<file path="config.mk">
export PLATFORM = sky130hd
export DESIGN_NAME = almcmp_top
export DESIGN_NICKNAME = d
export VERILOG_FILES = /design/src/rtl/almcmp_pkg.sv /design/src/rtl/almcmp_regs.sv /design/src/rtl/almcmp_cmp.sv /design/src/rtl/almcmp_flag.sv /design/src/rtl/almcmp_top.sv
export SDC_FILE = /design/constraint.sdc
export NUM_CORES = 1
export LEC_CHECK = 0
export BUFFER_PORTS_ARGS = -buffer_cell sky130_fd_sc_hd__buf_4
export CORE_UTILIZATION = 50
export DETAILED_ROUTE_END_ITERATION = 8
export GPL_TIMING_DRIVEN = 1
export HOLD_SLACK_MARGIN = 0.03
export PLACE_DENSITY = 0.79
export SLEW_MARGIN = 20
export SYNTH_ARGS = -nofsm -noshare
export SYNTH_HDL_FRONTEND = slang
export SYNTH_SLANG_ARGS = --single-unit
</file>
<file path="constraint.sdc">
create_clock -name clk -period 1.64 [get_ports clk]
set_input_delay 0.082 -clock clk [delete_from_list [all_inputs] [get_ports clk]]
set_output_delay 0.082 -clock clk [all_outputs]
set_load 0.05 [all_outputs]
</file>
<file path="src/rtl/almcmp_pkg.sv">
package almcmp_pkg;

  localparam int NFIELD = 4;
  localparam int BYTE_W = 8;
  localparam int EN_BIT = 7;

  typedef enum logic [1:0] {
    FLD_MIN  = 2'd0,
    FLD_HOUR = 2'd1,
    FLD_DATE = 2'd2,
    FLD_WDAY = 2'd3
  } fld_e;

  // Bits of each alarm register that take part in the comparison
  function automatic logic [BYTE_W-1:0] fld_mask(input int idx);
    case (idx)
      0:       fld_mask = 8'h7F;
      1, 2:    fld_mask = 8'h3F;
      default: fld_mask = 8'h07;
    endcase
  endfunction

  // Enable is active low in the top bit
  function automatic logic fld_included(input logic [BYTE_W-1:0] r);
    fld_included = ~r[EN_BIT];
  endfunction

  function automatic logic fld_equal(input logic [BYTE_W-1:0] alarm,
                                     input logic [BYTE_W-1:0] cur,
                                     input logic [BYTE_W-1:0] mask);
    fld_equal = ((alarm ^ cur) & mask) == '0;
  endfunction

endpackage

</file>
<file path="src/rtl/almcmp_regs.sv">
module almcmp_regs
  import almcmp_pkg::*;
#(
  parameter int ADDR_W     = 8,
  parameter int ALARM_BASE = 'h0A,
  parameter int CTRL_ADDR  = 'h00,
  parameter int STAT_ADDR  = 'h01,
  parameter int IEN_BIT    = 1,
  parameter int FLAG_BIT   = 3
) (
  input  logic                          clk,
  input  logic                          rst_n,
  input  logic                          wr_en,
  input  logic [ADDR_W-1:0]             wr_addr,
  input  logic [BYTE_W-1:0]             wr_data,
  output logic [NFIELD-1:0][BYTE_W-1:0] alarm_regs,
  output logic                          ien,
  output logic                          clr_req
);

  localparam logic [ADDR_W-1:0] CTRL_A = ADDR_W'(CTRL_ADDR);
  localparam logic [ADDR_W-1:0] STAT_A = ADDR_W'(STAT_ADDR);
  localparam logic [BYTE_W-1:0] OFF_VAL = BYTE_W'(1) << EN_BIT;

  for (genvar i = 0; i < NFIELD; i++) begin : g_field
    localparam logic [ADDR_W-1:0] FA = ADDR_W'(ALARM_BASE + i);
    logic sel;
    assign sel = wr_en && (wr_addr == FA);
    always_ff @(posedge clk or negedge rst_n) begin
      if (!rst_n)   alarm_regs[i] <= OFF_VAL;
      else if (sel) alarm_regs[i] <= wr_data;
    end
  end

  always_ff @(posedge clk or negedge rst_n) begin
    if (!rst_n)                            ien <= 1'b0;
    else if (wr_en && (wr_addr == CTRL_A)) ien <= wr_data[IEN_BIT];
  end

  assign clr_req = wr_en && (wr_addr == STAT_A) && !wr_data[FLAG_BIT];


  other_addr_chk: assert property (@(posedge clk) disable iff (!rst_n)
    (wr_en && wr_addr != CTRL_A) |=> $stable(ien));

endmodule

</file>
<file path="src/rtl/almcmp_cmp.sv">
module almcmp_cmp
  import almcmp_pkg::*;
(
  input  logic                          clk,
  input  logic                          rst_n,
  input  logic [NFIELD-1:0][BYTE_W-1:0] alarm_regs,
  input  logic [NFIELD-1:0][BYTE_W-1:0] cur_fields,
  output logic [NFIELD-1:0]             incl_mask,
  output logic                          hit
);

  logic [NFIELD-1:0] fld_ok;

  for (genvar i = 0; i < NFIELD; i++) begin : g_cmp
    localparam logic [BYTE_W-1:0] M = fld_mask(i);
    assign incl_mask[i] = fld_included(alarm_regs[i]);
    assign fld_ok[i]    = !incl_mask[i] || fld_equal(alarm_regs[i], cur_fields[i], M);
  end

  assign hit = (incl_mask != '0) && (&fld_ok);


  none_incl_chk: assert property (@(posedge clk) disable iff (!rst_n)
    (incl_mask == '0) |-> !hit);

endmodule

</file>
<file path="src/rtl/almcmp_flag.sv">
module almcmp_flag (
  input  logic clk,
  input  logic rst_n,
  input  logic sec_roll,
  input  logic hit,
  input  logic clr_req,
  input  logic ien,
  output logic flag_q,
  output logic irq_n
);

  logic set_evt;
  assign set_evt = sec_roll && hit;

  always_ff @(posedge clk or negedge rst_n) begin
    if (!rst_n)       flag_q <= 1'b0;
    else if (set_evt) flag_q <= 1'b1;
    else if (clr_req) flag_q <= 1'b0;
  end

  assign irq_n = !(flag_q && ien);


  rise_on_strobe_chk: assert property (@(posedge clk) disable iff (!rst_n)
    $rose(flag_q) |-> $past(sec_roll));

  sticky_chk: assert property (@(posedge clk) disable iff (!rst_n)
    (flag_q && !clr_req) |=> flag_q);

  fall_on_clear_chk: assert property (@(posedge clk) disable iff (!rst_n)
    $fell(flag_q) |-> $past(clr_req));

  irq_quiet_chk: assert property (@(posedge clk) disable iff (!rst_n)
    !flag_q |-> irq_n);

endmodule

</file>
<file path="src/rtl/almcmp_top.sv">
module almcmp_top
  import almcmp_pkg::*;
#(
  parameter int ADDR_W     = 8,
  parameter int ALARM_BASE = 'h0A,
  parameter int CTRL_ADDR  = 'h00,
  parameter int STAT_ADDR  = 'h01,
  parameter int IEN_BIT    = 1,
  parameter int FLAG_BIT   = 3
) (
  input  logic              clk,
  input  logic              rst_n,
  input  logic              wr_en,
  input  logic [ADDR_W-1:0] wr_addr,
  input  logic [7:0]        wr_data,
  input  logic              sec_roll,
  input  logic [6:0]        cur_min,
  input  logic [5:0]        cur_hour,
  input  logic [5:0]        cur_date,
  input  logic [2:0]        cur_wday,
  output logic              alarm_flag,
  output logic              irq_n
);

  logic [NFIELD-1:0][BYTE_W-1:0] alarm_regs;
  logic [NFIELD-1:0][BYTE_W-1:0] cur_fields;
  logic [NFIELD-1:0]             incl_mask;
  logic                          ien;
  logic                          clr_req;
  logic                          hit;

  assign cur_fields[FLD_MIN]  = BYTE_W'(cur_min);
  assign cur_fields[FLD_HOUR] = BYTE_W'(cur_hour);
  assign cur_fields[FLD_DATE] = BYTE_W'(cur_date);
  assign cur_fields[FLD_WDAY] = BYTE_W'(cur_wday);

  almcmp_regs #(
    .ADDR_W(ADDR_W), .ALARM_BASE(ALARM_BASE), .CTRL_ADDR(CTRL_ADDR),
    .STAT_ADDR(STAT_ADDR), .IEN_BIT(IEN_BIT), .FLAG_BIT(FLAG_BIT)
  ) regs_i (
    .clk(clk), .rst_n(rst_n), .wr_en(wr_en), .wr_addr(wr_addr),
    .wr_data(wr_data), .alarm_regs(alarm_regs), .ien(ien), .clr_req(clr_req)
  );

  almcmp_cmp cmp_i (
    .clk(clk), .rst_n(rst_n), .alarm_regs(alarm_regs), .cur_fields(cur_fields),
    .incl_mask(incl_mask), .hit(hit)
  );

  almcmp_flag flag_i (
    .clk(clk), .rst_n(rst_n), .sec_roll(sec_roll), .hit(hit),
    .clr_req(clr_req), .ien(ien), .flag_q(alarm_flag), .irq_n(irq_n)
  );

  // a matching strobe always leaves the flag set
  match_sets_chk: assert property (@(posedge clk) disable iff (!rst_n)
    (sec_roll && hit) |=> alarm_flag);

  irq_follow_chk: assert property (@(posedge clk) disable iff (!rst_n)
    (alarm_flag && ien) |-> !irq_n);

endmodule

</file>
==> results of run 1 <==
cell families (layout without fill, tap and decap cells):
group | count (synthesis) | count (layout) | synth area share (%)
flip-flops | 28 | 28 | 50.9
XOR/XNOR | 22 | 22 | 13.9
AND/OR/NAND/NOR | 17 | 17 | 9.57
buffers and inverters | 1 | 59 | 0.361
multiplexers | 27 | 27 | 22.0
AO/OA/AOI/OAI | 6 | 6 | 3.25
worst max-delay path, cell delays in order, from the launching register on:
cell and delay (ps):
sky130_fd_sc_hd__dfrtp_1 410, sky130_fd_sc_hd__xor2_1 140, sky130_fd_sc_hd__nor4_1 320, sky130_fd_sc_hd__a31oi_1 130, sky130_fd_sc_hd__o41ai_1 350
sequential cells by signal, indices dropped and copies added, names as in the netlist:
register / cells
flag_i.flag_q: 1
regs_i.alarm_regs: 26
regs_i.ien: 1
layout make-up:
cell class                 instances  area share [%]
sequential                        28            37.0
clock inverter                     1            1.58
multi-input combinational         72            35.4
tap                               30            1.97
timing repair buffer              55            22.8
clock buffer                       3            1.18
power by group:
| part | leakage (nW) | switching [mW] | internal, mW | total [mW] |
|---|---|---|---|---|
| combinational | 0.522 | 0.0800 | 0.133 | 0.213 |
| sequential | 0.372 | 0.0210 | 0.726 | 0.747 |
| clock | 0.0279 | 0.199 | 0.247 | 0.446 |
| total | 0.923 | 0.300 | 1.11 | 1.41 |
synthesized netlist by cell type, drive strengths merged:
| master | instances |
|---|---|
| mux2 | 27 |
| dfrtp | 24 |
| xor2 | 15 |
| xnor2 | 7 |
| dfstp | 4 |
| nor4 | 4 |
| nor3 | 3 |
| a31oi | 2 |
| nand3 | 2 |
| nand4 | 2 |
| nor2 | 2 |
| a41oi | 1 |
| and4bb | 1 |
| buf | 1 |
| nand2 | 1 |
| nand2b | 1 |
| nor4b | 1 |
| o211ai | 1 |
| o31ai | 1 |
| o41ai | 1 |
per-stage QoR:
stage	TNS, ps	total power, mW	hold WS (ps)
CTS	0	1.42	40.9
detailed placement	-184	0.958	13.4
global route	0	1.46	43.4
floorplan	0	0.832	-214
finish	0	1.41	43.3
global placement	0	0.952	12.8
layer usage:
layer / routed length (microns) / track usage [%] / vias up / share of wire, %
met5: 0 / 0 / - / 0
met4: 10 / 2.56 / 0 / 0.36
met3: 107 / 5.00 / 2 / 3.8
met2: 1420 / 37.6 / 25 / 51
met1: 1250 / 29.6 / 480 / 45
li1: - / - / 491 / -
timing repair:
| item | in CTS | in global routing |
|---|---|---|
| hold buffers | 9 | 0 |
| hold endpoints to repair | 53 | 0 |
| gates resized for setup | 0 | 0 |
path summary, 6_finish.rpt:
path | start | endpoint | slack [ps] | cells past startpoint
setup reg to reg | regs_i.alarm_regs[19] | flag_i.flag_q | 190 | 4
max in group asynchronous | rst_n | regs_i.alarm_regs[7] | 1160 | 2
hold / removal | sec_roll | flag_i.flag_q | 40 | 3
min in group asynchronous | rst_n | regs_i.alarm_regs[18] | 180 | 2
setup / recovery | regs_i.alarm_regs[19] | flag_i.flag_q | 190 | 4
hold reg to reg | regs_i.ien | regs_i.ien | 530 | 1
==> run metrics, run 1 <==
total nets after synthesis 143; fraction of final layout cells with drive strength greater than 1 54.1%; worst clock skew 2.57 ps; leading cell types in the layout, fill and taps excluded sky130_fd_sc_hd__buf_4 (46), sky130_fd_sc_hd__mux2_2 (27), sky130_fd_sc_hd__dfrtp_1 (24); clock tree from TritonCTS yes; fin crit period 1450 ps; maximum capacitance violations 0; Detailed Route Iter0 Violations 6; first-pass detailed-route iteration total 4; final instance area 1910 sq um; overall routed net length 2.78 mm; ratio of final minimum period to clock period 88.3%; PwrDens 738 nW/um^2; total global routing track utilization 22.2%; final hold violations 0; most common library cell in the layout ignoring fill and taps sky130_fd_sc_hd__buf_4; setup violation total in the final timing report 0; routability-driven placement congestion ratio 0.775; average wire length per cell after detail routing 14.7 microns; pin count of the biggest net entering global routing 29; Post-Synthesis Cell Area 1390 sq um; antenna violations before repair 0; height of the die 54.6 microns; leakage power figure 0.923 nW; Avg Vias per Cell 5.28; worst path required time about 1900 ps; Critical Setup Path Class reg2reg; maximum count of clock buffers along a single path 2; Worst setup EP type register; warnings from Yosys 0; number of buffers added on ports 43; total placed cells including tap cells between 150 and 200; Post-Synthesis Cells between 100 and 150; post-detailed-placement half-perimeter wirelength ~2.1 mm; fin util 74.9%; post-synthesis cell type with the largest combined area sky130_fd_sc_hd__dfrtp_1; sequential fraction of the synthesis area 50.9%; CTS buffer count 3; overall die width 54.6 microns; Filler Cell Count 179; pre-CTS setup slack -41.3 ps; Final Worst Setup Slack about 190 ps; antenna diode count 0; Worst Path Max Fanout 2; Clk pin slew, worst setup/hold paths around 150 ps; count of boundary I/O pins 44; buffer count from post-CTS setup fixing 0; Yosys top cell area share a little over two fifths; endpoint arrival time on the critical path between 1500 and 2000 ps; achievable frequency 690 MHz; slew margin rel. about three quarters; mean area per synthesized cell 13.7 sq um; Placeable Area between 2000 and 3000 sq um; most area-consuming cells after synthesis sky130_fd_sc_hd__dfrtp_1 (43%), sky130_fd_sc_hd__mux2_2 (22%), sky130_fd_sc_hd__xor2_1 (9.5%); nature of the critical path startpoint register; source-to-sink clock delay at the later pin of the worst-skew pair 320 ps; number of cell rows 18; post-detailed-placement cell area approximately 1800 sq um; remaining number of nets flagged by the antenna check after routing 0; vias after detailed routing 998; number of global-route vias before repair 1002; CTS sink count 28; Hold WC Path Type in2reg; final-stage net count 202; footprint of the multi-input gates a little under 700 sq um; final number of max-transition violations 0; maximum vdd ir drop 0.883 mV; number of distinct library cell variants in the gate-level netlist after synthesis 23; setup repair after global routing missed its margin no; GR Overflow Total 0; count of unresolved DRC violations after routing 0; transition time at the pin with the least slew margin roughly 360 ps; Initial Utilization 54.4%; number of storage elements in the synthesis netlist 28; status completed; sequential standard cell area 706 sq um; die area 2980 sq um; Final Non-Filler Cells 189; clock tree root driver cell sky130_fd_sc_hd__clkbuf_4; maximum level of the CTS H-tree 1; wire length of the first global-routing pass 4.53 mm; Area Growth Syn to Fin 37.6%
No activity file was read; power rests on OpenSTA's default activity.
==> run 2, diff against run 1 <==
- CTS_BUF_LIST: default -> sky130_fd_sc_hd__clkbuf_16
==> run 2 against run 1 <==
Final area down 1.4%; via count is 1.9% lower; largest power group unchanged; die area unchanged; critical path type unchanged; critical path depth unchanged; sequential power about the same.
==> run metrics, run 2 (synthesized netlist as in run 1, its figures left out) <==
die area 2980 sq um; worst path required time 1790 ps; setup TNS after final layout 0 ps; post-detailed-placement half-perimeter wirelength 2.15 mm; total placed cells including tap cells 176; Avg Vias per Cell 5.41; setup violation total in the final timing report 0; maximum capacitance violations 0; number of cell rows 18; Clock power frac 43.0%; maximum vdd ir drop 1.14 mV; Seq pwr share approximately 45%; CTS sink count 28; sequential standard cell area 706 sq um; overall die width 54.6 microns; fin crit period 1450 ps; ratio of final minimum period to clock period 88.1%; antenna violations before repair 0; achievable frequency between 600 and 700 MHz; fin util between 70 and 80%; CTS-repair resized insts 0; Clk pin slew, worst setup/hold paths 70 ps; endpoint arrival time on the critical path 1600 ps; count of boundary I/O pins 44; final instance area about 1900 sq um; fraction of final layout cells with drive strength greater than 1 about 57%; pre-CTS setup slack -41.3 ps; transition time at the pin with the least slew margin 358 ps; worst path cell trace xor2_1, nor4_1, a31oi_1, o41ai_1; critical path buffer and inverter count 0; average wire length per cell after detail routing 15.2 microns; remaining number of nets flagged by the antenna check after routing 0; final-layout worst hold slack 52.8 ps; first-pass detailed-route iteration total 4; overall routed net length approximately 2.7 mm; Initial Utilization 54.4%; nature of the critical path startpoint register; clock tree from TritonCTS yes; most common library cell in the layout ignoring fill and taps sky130_fd_sc_hd__buf_4; proportion of power drawn by combinational gates 11.9%; buffer count from post-CTS setup fixing 0; Final Non-Filler Cells 181; Filler Cell Count 185; pin count of the biggest net entering global routing 29; final-stage net count between 150 and 200; footprint of the multi-input gates 674 sq um; maximum level of the CTS H-tree 1; Hold WC Path Type in2reg; cell with the biggest individual delay on the critical path sky130_fd_sc_hd__dfrtp_1; Area Growth Syn to Fin 35.6%; maximum count of clock buffers along a single path 2; total global routing track utilization 21.7%; switching pwr around 330 uW; Placeable Area 2540 sq um; setup repair after global routing missed its margin no; final number of max-transition violations 0; number of global-route vias before repair around 990; final hold violations 0; antenna diode count 0; GR Overflow Total 0; PwrDens 883 nW/um^2; sw frac roughly a fifth; status completed; cell family contributing the most delay on the critical path compound AO/OA/AOI/OAI gates; number of buffers added on ports between 40 and 50; register ranked first by flip-flop count regs_i.alarm_regs; source-to-sink clock delay at the later pin of the worst-skew pair between 200 and 300 ps; internal power approximately 1.3 mW; slew margin rel. 75.9%; leakage power figure approximately 0.9 nW; Final Worst Setup Slack ~190 ps; Detailed Route Iter0 Violations 11; Worst Path Max Fanout 2; leading cell types in the layout, fill and taps excluded sky130_fd_sc_hd__buf_4 (46), sky130_fd_sc_hd__mux2_2 (27), sky130_fd_sc_hd__dfrtp_1 (24); wire length of the first global-routing pass 4.46 mm; number of flip-flops under the largest register name 26; vias after detailed routing 979; count of unresolved DRC violations after routing 0; clock tree root driver cell sky130_fd_sc_hd__clkbuf_16; height of the die 54.6 microns; CTS buffer count 3; Worst setup EP type register; post-detailed-placement cell area 1760 sq um; Critical Setup Path Class reg2reg; worst clock skew around 1.2 ps; Worst path max stage delay between 300 and 400 ps; routability-driven placement congestion ratio 0.775; Power Total 1.66 mW; leading registers by flop count regs_i.alarm_regs x26, flag_i.flag_q x1, regs_i.ien x1
run 2: worst paths after layout:
kind	from	endpoint	slack (ps)	cells past startpoint
max reg2reg	regs_i.alarm_regs[19]	flag_i.flag_q	190	4
min in group asynchronous	rst_n	regs_i.alarm_regs[18]	260	2
max	regs_i.alarm_regs[19]	flag_i.flag_q	190	4
max in group asynchronous	rst_n	regs_i.alarm_regs[15]	1070	2
min reg2reg	regs_i.ien	regs_i.ien	520	1
min	wr_data[6]	regs_i.alarm_regs[6]	50	2
run 2: worst reg2reg max path: cells and delay by family, from the launching register on:
family / cells / cell delay, ps
xor+xnor: 1 / 140
flops: 1 / 390
compound gates: 2 / 480
simple gates: 1 / 330
run 2: final cells by class:
cell class / instances / area share (%)
Multi-Input combinational cell: 72 / 35.9
Sequential cell: 28 / 37.6
Timing Repair Buffer: 47 / 18.9
Clock buffer: 3 / 4.00
Tap cell: 30 / 2.00
Clock inverter: 1 / 1.60
run 2: power by group through the flow:
stage	combinational (mW)	clock [mW]	sequential [mW]
6_report	0.198	0.714	0.747
5_1_grt	0.218	0.741	0.752
4_1_cts	0.201	0.724	0.748
3_5_place_dp	0.198	0	0.760
3_3_place_gp	0.193	0	0.759
2_1_floorplan	0.0768	0	0.755
run 2: per-layer routing:
metal	global-route usage (%)	wire, microns
met3	5.00	102
met2	38.0	1450
met4	2.56	0
met1	27.9	1200
met5	0	0
run 2: timing repair:
item | 4_1_cts | 5_1_grt
endpoints found under the setup margin | 0 | 0
hold buffers | 1 | 0
hold endpoints to repair | 28 | 0
